===== src/rtl/membus_sched_pkg.sv =====
// Package: shared types for the bus slot scheduler.
// Assumes: owner and fetch codes are the externally visible encodings.
package membus_sched_pkg;

    typedef enum logic [1:0] {
        OWN_CPU     = 2'd0,
        OWN_TEXT    = 2'd1,
        OWN_SPRITE  = 2'd2,
        OWN_REFRESH = 2'd3
    } owner_e;

    typedef enum logic [1:0] {
        FK_NONE  = 2'd0,
        FK_CHAR  = 2'd1,
        FK_SHAPE = 2'd2
    } fkind_e;

    typedef enum logic [1:0] {
        LC_BLANK  = 2'd0,
        LC_PLAIN  = 2'd1,
        LC_HALF_A = 2'd2,
        LC_HALF_B = 2'd3
    } lclass_e;

endpackage


===== src/rtl/msched_timer.sv =====
// Module: slot and line counters for the bus schedule.
// Assumes: one slot per clock; the line counter advances on the last slot.
module msched_timer #(
    parameter int LINE_SLOTS  = 126,
    parameter int FRAME_LINES = 312,
    localparam int SLOT_W = $clog2(LINE_SLOTS),
    localparam int LINE_W = $clog2(FRAME_LINES)
) (
    input  logic              clk,
    input  logic              rst_n,
    output logic [SLOT_W-1:0] slot,
    output logic [LINE_W-1:0] line,
    output logic              line_end
);

    localparam logic [SLOT_W-1:0] LAST_SLOT = SLOT_W'(LINE_SLOTS - 1);
    localparam logic [LINE_W-1:0] LAST_LINE = LINE_W'(FRAME_LINES - 1);

    assign line_end = (slot == LAST_SLOT);

    // Slot counter: wraps at the end of each line.
    always_ff @(posedge clk) begin
        if (!rst_n)        slot <= '0;
        else if (line_end) slot <= '0;
        else               slot <= slot + 1'b1;
    end

    // Line counter: advances once per line, wraps at the end of the frame.
    always_ff @(posedge clk) begin
        if (!rst_n)                 line <= '0;
        else if (line_end) begin
            if (line == LAST_LINE)  line <= '0;
            else                    line <= line + 1'b1;
        end
    end

    AST_SLOT_WRAP: assert property (@(posedge clk) disable iff (!rst_n)
        line_end |=> (slot == '0));

    AST_LINE_STEP: assert property (@(posedge clk) disable iff (!rst_n)
        (line_end && line != LAST_LINE) |=> (line == $past(line) + 1'b1));

    AST_LINE_HOLD: assert property (@(posedge clk) disable iff (!rst_n)
        !line_end |=> $stable(line));

endmodule


===== src/rtl/msched_line_class.sv =====
// Module: classifies the current line as blank, plain text or half-bad.
// Assumes: ROW_LINES is a power of two; rows start at line 0.
module msched_line_class
    import membus_sched_pkg::*;
#(
    parameter int FRAME_LINES  = 312,
    parameter int ACTIVE_LINES = 200,
    parameter int ROW_LINES    = 8,
    localparam int LINE_W = $clog2(FRAME_LINES),
    localparam int ROW_W  = $clog2(ROW_LINES)
) (
    input  logic [LINE_W-1:0] line,
    input  logic              disp_en,
    output lclass_e           lclass
);

    localparam logic [ROW_W-1:0] PH_LAST = ROW_W'(ROW_LINES - 1);

    logic [ROW_W-1:0] phase;
    assign phase = line[ROW_W-1:0];

    // Pick the line class from the display window and row phase.
    always_comb begin
        if (!disp_en || line >= LINE_W'(ACTIVE_LINES)) lclass = LC_BLANK;
        else if (phase == PH_LAST)                     lclass = LC_HALF_A;
        else if (phase == '0)                          lclass = LC_HALF_B;
        else                                           lclass = LC_PLAIN;
    end

endmodule


===== src/rtl/msched_pattern.sv =====
// Module: fixed slot map of one line, before any forced refresh is applied.
// Assumes: text groups are four slots wide and start at slot 0.
module msched_pattern
    import membus_sched_pkg::*;
#(
    parameter int TEXT_GROUPS = 20,
    parameter int SPR_GROUPS  = 8,
    parameter int SPR_ACTIVE  = 4,
    parameter int REF_DMA     = 4,
    parameter int REF_IDLE    = 2,
    localparam int TEXT_END   = 4 * TEXT_GROUPS,
    localparam int SPR_GRP    = SPR_ACTIVE + 1,
    localparam int SPR_END    = TEXT_END + SPR_GROUPS * SPR_GRP,
    localparam int REF_END    = SPR_END + REF_DMA,
    localparam int LINE_SLOTS = REF_END + REF_IDLE,
    localparam int SLOT_W     = $clog2(LINE_SLOTS)
) (
    input  logic [SLOT_W-1:0] slot,
    input  lclass_e           lclass,
    output owner_e            own,
    output fkind_e            kind,
    output logic              right,
    output logic              norm_ref
);

    logic [SLOT_W-1:0] spr_off;
    logic [SLOT_W-1:0] spr_pos;

    assign spr_off = slot - SLOT_W'(TEXT_END);
    assign spr_pos = spr_off % SLOT_W'(SPR_GRP);

    // Decode owner and fetch type from slot position and line class.
    always_comb begin
        own      = OWN_CPU;
        kind     = FK_NONE;
        right    = 1'b0;
        norm_ref = 1'b0;
        if (slot < SLOT_W'(TEXT_END)) begin
            if (lclass != LC_BLANK) begin
                case (slot[1:0])
                    2'd0: begin
                        own  = OWN_TEXT;
                        kind = FK_SHAPE;
                    end
                    2'd1: begin
                        if (lclass == LC_HALF_A) begin
                            own  = OWN_TEXT;
                            kind = FK_CHAR;
                        end else if (lclass == LC_HALF_B) begin
                            own   = OWN_TEXT;
                            kind  = FK_CHAR;
                            right = 1'b1;
                        end
                    end
                    2'd2: begin
                        own   = OWN_TEXT;
                        kind  = FK_SHAPE;
                        right = 1'b1;
                    end
                    default: own = OWN_CPU;
                endcase
            end
        end else if (slot < SLOT_W'(SPR_END)) begin
            if (lclass != LC_BLANK && spr_pos < SLOT_W'(SPR_ACTIVE))
                own = OWN_SPRITE;
        end else if (slot < SLOT_W'(REF_END)) begin
            own      = OWN_REFRESH;
            norm_ref = 1'b1;
        end
    end

endmodule


===== src/rtl/msched_refresh.sv =====
// Module: forced-refresh burst counter and per-line refresh suppression.
// Assumes: trig only occurs in a CPU-owned slot, so never while a burst is pending.
module msched_refresh #(
    parameter int LINE_SLOTS = 126,
    parameter int REF_START  = 120,
    parameter int FORCE_CNT  = 4,
    localparam int SLOT_W = $clog2(LINE_SLOTS),
    localparam int CNT_W  = $clog2(FORCE_CNT + 1)
) (
    input  logic              clk,
    input  logic              rst_n,
    input  logic [SLOT_W-1:0] slot,
    input  logic              line_end,
    input  logic              trig,
    input  logic              take,
    output logic              sup_cur,
    output logic              frc_pend
);

    logic [CNT_W-1:0] frc_left;
    logic             sup_next;
    logic             late;
    logic             early;

    assign frc_pend = (frc_left != '0);
    assign late     = trig && (slot >= SLOT_W'(REF_START));
    assign early    = trig && (slot <  SLOT_W'(REF_START));

    // Burst counter: load on trigger, count down per claimed free slot.
    always_ff @(posedge clk) begin
        if (!rst_n)    frc_left <= '0;
        else if (trig) frc_left <= CNT_W'(FORCE_CNT);
        else if (take) frc_left <= frc_left - 1'b1;
    end

    // Suppression flags: current line for early triggers, next line for late ones.
    always_ff @(posedge clk) begin
        if (!rst_n) begin
            sup_cur  <= 1'b0;
            sup_next <= 1'b0;
        end else if (line_end) begin
            sup_cur  <= sup_next | late;
            sup_next <= 1'b0;
        end else begin
            if (early) sup_cur  <= 1'b1;
            if (late)  sup_next <= 1'b1;
        end
    end

    AST_FORCE_LOAD: assert property (@(posedge clk) disable iff (!rst_n)
        trig |=> (frc_left == CNT_W'(FORCE_CNT)));

    AST_FORCE_HOLD: assert property (@(posedge clk) disable iff (!rst_n)
        (!trig && !take) |=> $stable(frc_left));

    AST_NO_RETRIG: assert property (@(posedge clk) disable iff (!rst_n)
        frc_pend |-> !trig);

    AST_SUP_NEXT_LINE: assert property (@(posedge clk) disable iff (!rst_n)
        (late && line_end) |=> sup_cur);

endmodule


===== src/rtl/membus_slot_sched.sv =====
// Module: top of the shared memory bus slot scheduler.
// Assumes: one slot per clock; cpu_wr/cpu_addr are valid for the current slot.
module membus_slot_sched
    import membus_sched_pkg::*;
#(
    parameter int TEXT_GROUPS  = 20,
    parameter int SPR_GROUPS   = 8,
    parameter int SPR_ACTIVE   = 4,
    parameter int REF_DMA      = 4,
    parameter int REF_IDLE     = 2,
    parameter int FRAME_LINES  = 312,
    parameter int ACTIVE_LINES = 200,
    parameter int ROW_LINES    = 8,
    parameter int ADDR_W       = 16,
    parameter logic [ADDR_W-1:0] FORCE_ADDR = 16'hFF3C,
    parameter int MAX_STALL    = 5,
    localparam int TEXT_END    = 4 * TEXT_GROUPS,
    localparam int SPR_END     = TEXT_END + SPR_GROUPS * (SPR_ACTIVE + 1),
    localparam int LINE_SLOTS  = SPR_END + REF_DMA + REF_IDLE,
    localparam int SLOT_W      = $clog2(LINE_SLOTS),
    localparam int LINE_W      = $clog2(FRAME_LINES)
) (
    input  logic              clk,
    input  logic              rst_n,
    input  logic              disp_en,
    input  logic              cpu_wr,
    input  logic [ADDR_W-1:0] cpu_addr,
    output logic [SLOT_W-1:0] slot_num,
    output logic [LINE_W-1:0] line_num,
    output logic [1:0]        owner,
    output logic [1:0]        fetch_kind,
    output logic              fetch_right,
    output logic              cpu_rdy
);

    logic    line_end;
    lclass_e lclass;
    owner_e  base_own;
    fkind_e  base_kind;
    logic    base_right;
    logic    norm_ref;
    logic    sup_cur;
    logic    frc_pend;
    logic    free_slot;
    logic    take;
    logic    trig;
    owner_e  own_q;

    msched_timer #(
        .LINE_SLOTS (LINE_SLOTS),
        .FRAME_LINES(FRAME_LINES)
    ) u_timer (
        .clk     (clk),
        .rst_n   (rst_n),
        .slot    (slot_num),
        .line    (line_num),
        .line_end(line_end)
    );

    msched_line_class #(
        .FRAME_LINES (FRAME_LINES),
        .ACTIVE_LINES(ACTIVE_LINES),
        .ROW_LINES   (ROW_LINES)
    ) u_class (
        .line   (line_num),
        .disp_en(disp_en),
        .lclass (lclass)
    );

    msched_pattern #(
        .TEXT_GROUPS(TEXT_GROUPS),
        .SPR_GROUPS (SPR_GROUPS),
        .SPR_ACTIVE (SPR_ACTIVE),
        .REF_DMA    (REF_DMA),
        .REF_IDLE   (REF_IDLE)
    ) u_pattern (
        .slot    (slot_num),
        .lclass  (lclass),
        .own     (base_own),
        .kind    (base_kind),
        .right   (base_right),
        .norm_ref(norm_ref)
    );

    msched_refresh #(
        .LINE_SLOTS(LINE_SLOTS),
        .REF_START (SPR_END),
        .FORCE_CNT (REF_DMA)
    ) u_refresh (
        .clk     (clk),
        .rst_n   (rst_n),
        .slot    (slot_num),
        .line_end(line_end),
        .trig    (trig),
        .take    (take),
        .sup_cur (sup_cur),
        .frc_pend(frc_pend)
    );

    // A slot is free when the map gives it to the CPU or its refresh is suppressed.
    assign free_slot = (base_own == OWN_CPU) || (norm_ref && sup_cur);
    assign take      = free_slot && frc_pend;

    // Final owner: forced refresh first, then suppression, then the fixed map.
    always_comb begin
        if (take)           own_q = OWN_REFRESH;
        else if (free_slot) own_q = OWN_CPU;
        else                own_q = base_own;
    end

    assign owner       = own_q;
    assign fetch_kind  = (own_q == OWN_TEXT) ? base_kind  : FK_NONE;
    assign fetch_right = (own_q == OWN_TEXT) ? base_right : 1'b0;
    assign cpu_rdy     = (own_q == OWN_CPU);
    assign trig        = cpu_rdy && cpu_wr && (cpu_addr == FORCE_ADDR);

    // Stall tracking for the stall-bound check: run length and forced-slot flag.
    logic [2:0] stall_run;
    logic       frc_seen;
    always_ff @(posedge clk) begin
        if (!rst_n || cpu_rdy) begin
            stall_run <= '0;
            frc_seen  <= 1'b0;
        end else begin
            if (stall_run != 3'd7) stall_run <= stall_run + 1'b1;
            frc_seen <= frc_seen | take;
        end
    end

    AST_STALL_BOUND: assert property (@(posedge clk) disable iff (!rst_n)
        (!cpu_rdy && !take && !frc_seen) |-> (stall_run < 3'(MAX_STALL)));

    AST_NORMAL_REFRESH: assert property (@(posedge clk) disable iff (!rst_n)
        (slot_num >= SLOT_W'(SPR_END) && slot_num < SLOT_W'(SPR_END + REF_DMA) && !sup_cur)
        |-> (owner == OWN_REFRESH));

    AST_TEXT_KEPT: assert property (@(posedge clk) disable iff (!rst_n)
        (base_own == OWN_TEXT) |-> (owner == OWN_TEXT));

    AST_KIND_LEGAL: assert property (@(posedge clk) disable iff (!rst_n)
        (fetch_kind != 2'd3));

endmodule


===== config.mk =====
export PLATFORM = sky130hd
export DESIGN_NAME = membus_slot_sched
export DESIGN_NICKNAME = d
export VERILOG_FILES = /design/src/rtl/membus_sched_pkg.sv /design/src/rtl/msched_timer.sv /design/src/rtl/msched_line_class.sv /design/src/rtl/msched_pattern.sv /design/src/rtl/msched_refresh.sv /design/src/rtl/membus_slot_sched.sv
export SDC_FILE = /design/constraint.sdc
export NUM_CORES = 1
export LEC_CHECK = 0
export ABC_CLOCK_PERIOD_IN_PS = 8000
export BUFFER_PORTS_ARGS = -buffer_cell sky130_fd_sc_hd__buf_4
export CAP_MARGIN = 20
export CORE_UTILIZATION = 51
export CTS_CLUSTER_DIAMETER = 40
export CTS_CLUSTER_SIZE = 10
export DETAILED_ROUTE_END_ITERATION = 12
export PLACE_DENSITY = 0.76
export SLEW_MARGIN = 20
export SYNTH_ARGS = -nofsm -noshare
export SYNTH_HDL_FRONTEND = slang
export SYNTH_SLANG_ARGS = --single-unit
export TNS_END_PERCENT = 5

===== constraint.sdc =====
create_clock -name clk -period 8 [get_ports clk]
set_input_delay 1.2 -clock clk [delete_from_list [all_inputs] [get_ports clk]]
set_output_delay 1.2 -clock clk [all_outputs]
set_load 0.05 [all_outputs]

# After elaboration in Yosys (flattened, before gate mapping)
# Cells that the tools add are included.
dict set report word_totals {
  ff_bits 21
  out_inout_bits 22
  word_cells 80
}
dict set report op_classes {
  n_addsub 4
  n_div 1
  n_lt_le_gt_ge 6
  n_eq_ne 9
  muxes 31
  bitwise_logic 2
  reduce_logical 21
}
# op n
set op_table {}
lappend op_table {{2-bit 2-to-1 mux} 14}
lappend op_table {{7-bit < comparator, second input constant} 3}
lappend op_table {{16-bit == test, second input constant} 1}
lappend op_table {{1-bit 2-to-1 mux} 11}
lappend op_table {{9-bit by 1-bit adder with 9-bit output, second input constant} 1}
lappend op_table {{9-bit == test, second input constant} 1}
lappend op_table {{9-bit by 8-bit greater-or-equal comparator with 1-bit output, second input constant} 1}
lappend op_table {{9-bit 2-to-1 mux} 1}
lappend op_table {{2-bit case mux with 2 select lines} 2}
lappend op_table {{7-bit by 1-bit adder with 7-bit output, second input constant} 1}
lappend op_table {{7-bit == test, second input constant} 1}
lappend op_table {{7-bit greater-or-equal comparator, second input constant} 1}
lappend op_table {{1-bit logical AND} 7}
lappend op_table {{7-bit by 3-bit < comparator with 1-bit output, second input constant} 1}
lappend op_table {{7-bit by 3-bit modulo with 7-bit output, second input constant} 1}
lappend op_table {{7-bit subtractor, second input constant} 1}
lappend op_table {{2-bit == test, second input constant} 3}
lappend op_table {{2-bit logical NOT} 3}
lappend op_table {{3-bit 2-to-1 mux} 2}
lappend op_table {{2-bit nonzero test} 3}
lappend op_table {{2-bit OR reduction} 3}
lappend op_table {{2-bit by 1-bit == test with 1-bit output, second input constant} 2}
lappend op_table {{3-bit == test, second input constant} 1}
lappend op_table {{3-bit logical NOT} 1}
lappend op_table {{7 further kinds} 8}

# Longest topological paths before layout
dict set report logic_depth {
  depth_word 20
  ltp_mapped 11
}

# Modules after synthesis
# From an unflattened synthesis, not the netlist that was laid out.
dict set report hier_totals {
  cells_unflattened 208
  hier_area_um2 1714.1
}
# mod instances cells_each area_each_um2
set modules_own_cells {}
lappend modules_own_cells {msched_timer 1 83 745.7}
lappend modules_own_cells {msched_pattern 1 72 544.3}
lappend modules_own_cells {msched_refresh 1 27 256.5}
lappend modules_own_cells {membus_slot_sched 1 20 118.9}
lappend modules_own_cells {msched_line_class 1 6 48.8}

# Least setup slack after synthesis
# OpenSTA, ideal clock, no wires.
dict set report synth_path {
  path_kind {register -> output}
  startpoint {register u_timer.slot[4]}
  endpoint {output port owner[0]}
  t_arrival_ns 3.573
  setup_slack_ns 3.227
  path_stages_with_launch 12
  n_path_buf 1
  path_cell_list {dfxtp_1 > clkinv_1 > ha_1 > clkbuf_8 > xor2_1 > a22o_1 > a221oi_1 > nor2_1 > mux2i_1 > o31ai_4 > nand2_1 > o21ai_1}
}
dict set report synth_via {
  elab_chain_cells 11
  elab_cells_between_ends 20
  cone_classes {add/sub (1); div (1); order compare (4); mux (9); reduce/logical (5)}
}
# element line_no
set synth_lines {}
lappend synth_lines {{from (decl)} msched_timer.sv:11} ;# output logic [SLOT_W-1:0] slot,
lappend synth_lines {{from (signal assigned)} msched_timer.sv:25} ;# else slot <= slot + 1'b1;
lappend synth_lines {{7-bit subtractor} msched_pattern.sv:29} ;# assign spr_off = slot - SLOT_W'(TEXT_END);
lappend synth_lines {{7-bit by 3-bit modulo with 7-bit output} msched_pattern.sv:30} ;# assign spr_pos = spr_off % SLOT_W'(SPR_GRP);
lappend synth_lines {{7-bit by 3-bit < comparator with 1-bit output} msched_pattern.sv:64} ;# if (lclass != LC_BLANK && spr_pos < SLOT_W'(SPR_ACTIVE))
lappend synth_lines {{1-bit logical AND} msched_pattern.sv:64}
lappend synth_lines {{2-bit 2-to-1 mux} msched_pattern.sv:64}
lappend synth_lines {{2-bit 2-to-1 mux} msched_pattern.sv:63} ;# end else if (slot < SLOT_W'(SPR_END)) begin
lappend synth_lines {{2-bit 2-to-1 mux} msched_pattern.sv:38} ;# if (slot < SLOT_W'(TEXT_END)) begin
lappend synth_lines {{2-bit logical NOT} membus_slot_sched.sv:101} ;# assign free_slot = (base_own == OWN_CPU) || (norm_ref && sup_cur);
lappend synth_lines {{1-bit logical OR} membus_slot_sched.sv:101}
lappend synth_lines {{2-bit 2-to-1 mux / 1-bit logical AND (equally long branches)} {membus_slot_sched.sv:107, membus_slot_sched.sv:102}}
lappend synth_lines {{2-bit 2-to-1 mux (*)} membus_slot_sched.sv:106} ;# if (take) own_q = OWN_REFRESH;
lappend synth_lines {{to (decl)} membus_slot_sched.sv:30} ;# output logic [1:0] owner,
# Mark *: on every way between the ends. The rest lies on a longest branch, timed or not.

# Worst setup path in the final report
dict set report layout_path {
  startpoint {register u_timer.slot[4]}
  endpoint {output port owner[1]}
}
# Same word-level chain as after synthesis.

==> results.sh <==
export IMPL_outcome="completed"
export IMPL_critPathArrivalTime_ns=3.86
export IMPL_area_growth_pct=17.8
export IMPL_seq_area_frac_synth_pct=23.7
export IMPL_vias=1700
export IMPL_swShare_pct=40.7
export IMPL_fin_nets=289
export IMPL_tritoncts="yes"
export IMPL_cts_resized=0
export IMPL_start_util_pct=53.1
export IMPL_min_path_cells=2
export IMPL_port_buffers=41
export IMPL_cts_root_buf="clkbuf_4"
export IMPL_hold_end="u_refresh.sup_next"
export IMPL_clock_sinks=21
export IMPL_r2r_cells=10
export IMPL_syn_avg_cell_area_um2=8.10
export IMPL_synth_cell_types=66
export IMPL_setup_violations=0
export IMPL_cp_max_fo=17
export IMPL_die_w_um=61.0
export IMPL_grt_first_pass_wirelength_um=6260
export IMPL_synthFlopType="dfxtp_1"
export IMPL_cts_hold_fix_buffers=0
export IMPL_p_switching_mw=0.123
export IMPL_antenna_left=0
export IMPL_seqPwrFrac_pct=39.3
export IMPL_yosys_warnings=0
export IMPL_clockBufferDepth=2
export IMPL_synth_cells=219
export IMPL_rsz0062_at_grt="no"
export IMPL_path_clk_slew_ns=0.12
export IMPL_combPwrFrac_pct=43.6
export IMPL_clock_skew_ns=0.00642
export IMPL_power_density_mw_per_mm2=145
export IMPL_final_instance_count_excl_fill=302
export IMPL_final_layout_size_suffix_gt1_share_pct=22.3
export IMPL_drc=0
export IMPL_avgViaCountPerCell=5.63
export IMPL_grt_max_degree=18
export IMPL_dp_cells=298
export IMPL_maxClockFrequency_ghz=0.198
export IMPL_hold_class="register to register"
export IMPL_clock_latency_ns=0.31
export IMPL_async_reset_ff_share_pct=0
export IMPL_grt_overflow=0
export IMPL_critPathLaunch="u_timer.slot[4]"
export IMPL_die_area_mm2=0.00372
export IMPL_hold_violations=0
export IMPL_final_period_utilization_pct=63.2
export IMPL_routedWlPerCell_um=13.1
export IMPL_io_pin_count=42
export IMPL_finalSetupTns_ns=0
export IMPL_drtIter0Drc=90
export IMPL_ff2ff_setup_slack_ns=4.36
export IMPL_dieHeight_um=61.0
export IMPL_gr_usage_all_layers_pct=22.1
export IMPL_worstSetupPathType="register to output pin"
export IMPL_slew_headroom_pct=59.9
export IMPL_dp_hpwl_um=3060
export IMPL_ys_ff_latch=21
export IMPL_postCtsSetupRepairBufs=0
export IMPL_fin_crit_ns=5.06
export IMPL_total_leakage_power_nw=0.882
export IMPL_htree_levels=1
export IMPL_setup_worst_path_start_class="register"
export IMPL_syn_num_nets=251
export IMPL_grt_pass1_vias=1376
export IMPL_cap_violations=0
export IMPL_critPathRequiredTime_ns=6.80
export IMPL_r2r_end="u_refresh.frc_left[2]"
export IMPL_num_rows=21
export IMPL_r2r_start="u_timer.slot[4]"
export IMPL_antenna_found_initial=0
export IMPL_synth_edf_count=0
export IMPL_power_frac_clock_pct=17.1
export IMPL_core_mm2=0.00334
export IMPL_cts_buffers=3
export IMPL_min_from="u_refresh.sup_next"
export IMPL_syn_cell_area_mm2=0.00177
export IMPL_cp_end_kind="output pin"
export IMPL_worst_slew_pin_transition_ns=0.601
export IMPL_ir_drop_mv=0.257
export IMPL_drtPass1Iterations=4
export IMPL_place_gp_congestion=0.876
export IMPL_n_antenna_cell=0
export IMPL_routed_wl_um=3940
export IMPL_p_int_mw=0.180
export IMPL_drv_slew=0
cell families after synthesis:
logic type / share of synthesized area, %
buffers and inverters: 7.34
multiplexers: 2.82
XOR/XNOR: 8.40
AND/OR/NAND/NOR: 29.6
AO/OA/AOI/OAI: 19.7
adder cells (fa/ha/maj): 8.47
flip-flops: 23.7
state kept, by name (all words and copies together) (netlist names):
register            flops
u_refresh.sup_next      1
u_timer.slot            7
u_refresh.sup_cur       1
u_timer.line            9
u_refresh.frc_left      3
layout make-up:
cell class | count | area, um2
Clock buffer | 3 | 22.5
Clock inverter | 1 | 5.00
Fill cell | 315 | 1250
Inverter | 14 | 52.6
Multi-Input combinational cell | 176 | 1220
Sequential cell | 21 | 420
Tap cell | 46 | 57.6
Timing Repair Buffer | 41 | 308
cell usage after synthesis, types with 2 or more instances:
library cell,instances,area share (%)
clkbuf_8,2,1.6
xor2_1,6,3.0
mux2i_1,5,2.8
nand3_1,11,3.1
nand2_1,20,4.2
a21o_1,2,0.85
nor3_1,4,1.1
buf_6,3,1.9
nand4_1,5,1.8
o22ai_1,2,0.71
and4_1,2,0.99
nor2_1,31,6.6
a211oi_1,4,1.7
and2_1,3,1.1
inv_1,13,2.8
a21oi_1,8,2.3
and3_1,4,1.4
ha_1,12,8.5
o21ai_0,5,1.4
xnor2_1,6,3.0
dfxtp_1,21,24
nand2b_1,4,1.4
nor2b_1,2,0.71
o21ai_1,2,0.56
critical path, stage by stage (launching register included):
cell and delay [ns]:
dfxtp_1 0.73, clkinv_1 0.42, ha_1 0.59, nor2_1 0.17, o2bb2ai_1 0.17, a221oi_1 0.38, nor2_1 0.09, mux2i_1 0.17
o31ai_4 0.37, nand2_1 0.12, a21o_1 0.17, buf_4 0.18
worst max-delay path by stage:
stage,end
6_report,owner[1]
2_1_floorplan,owner[0]
4_1_cts,owner[1]
5_1_grt,owner[1]
3_3_place_gp,owner[1]
3_5_place_dp,owner[1]
metrics by stage:
step	instance area [um2]	worst slack (ns)	power [mW]	utilization [%]	hold WS [ns]
final	2090	2.94	0.303	62.6	0.471
after global routing	2090	2.62	0.321	62.6	0.507
after CTS	2090	3.00	0.305	62.6	0.478
after detailed placement	2060	3.35	0.254	61.8	0.451
after global placement	2060	3.48	0.252	61.8	0.446
after floorplan	1770	3.23	0.218	-	0.424
per-layer routing:
layer / global-route usage (%) / routed length, um / up-vias
li1: - / - / 858
met1: 31.6 / 1920 / 789
met2: 35.2 / 1800 / 51
met3: 4.48 / 203 / 2
met4: 2.60 / 10 / 0
met5: 0 / 0 / -
power groups by stage:
stage / Clock (mW) / Sequential, mW / Combinational, mW
2_1_floorplan: 0 / 0.122 / 0.0956
3_3_place_gp: 0 / 0.121 / 0.131
3_5_place_dp: 0 / 0.121 / 0.132
4_1_cts: 0.0530 / 0.119 / 0.133
5_1_grt: 0.0583 / 0.120 / 0.142
6_report: 0.0518 / 0.119 / 0.132
placed cells by master (no fill, tap or decap), types with 5 or more instances in the layout:
cell type / instances
dfxtp_1: 21
inv_1: 13
xor2_1: 6
buf_4: 41
a21oi_1: 8
nand4_1: 5
nand2_1: 20
xnor2_1: 6
o21ai_0: 5
nand3_1: 11
ha_1: 12
nor2_1: 31
mux2i_1: 5
No activity file was read; power rests on OpenSTA's default activity.
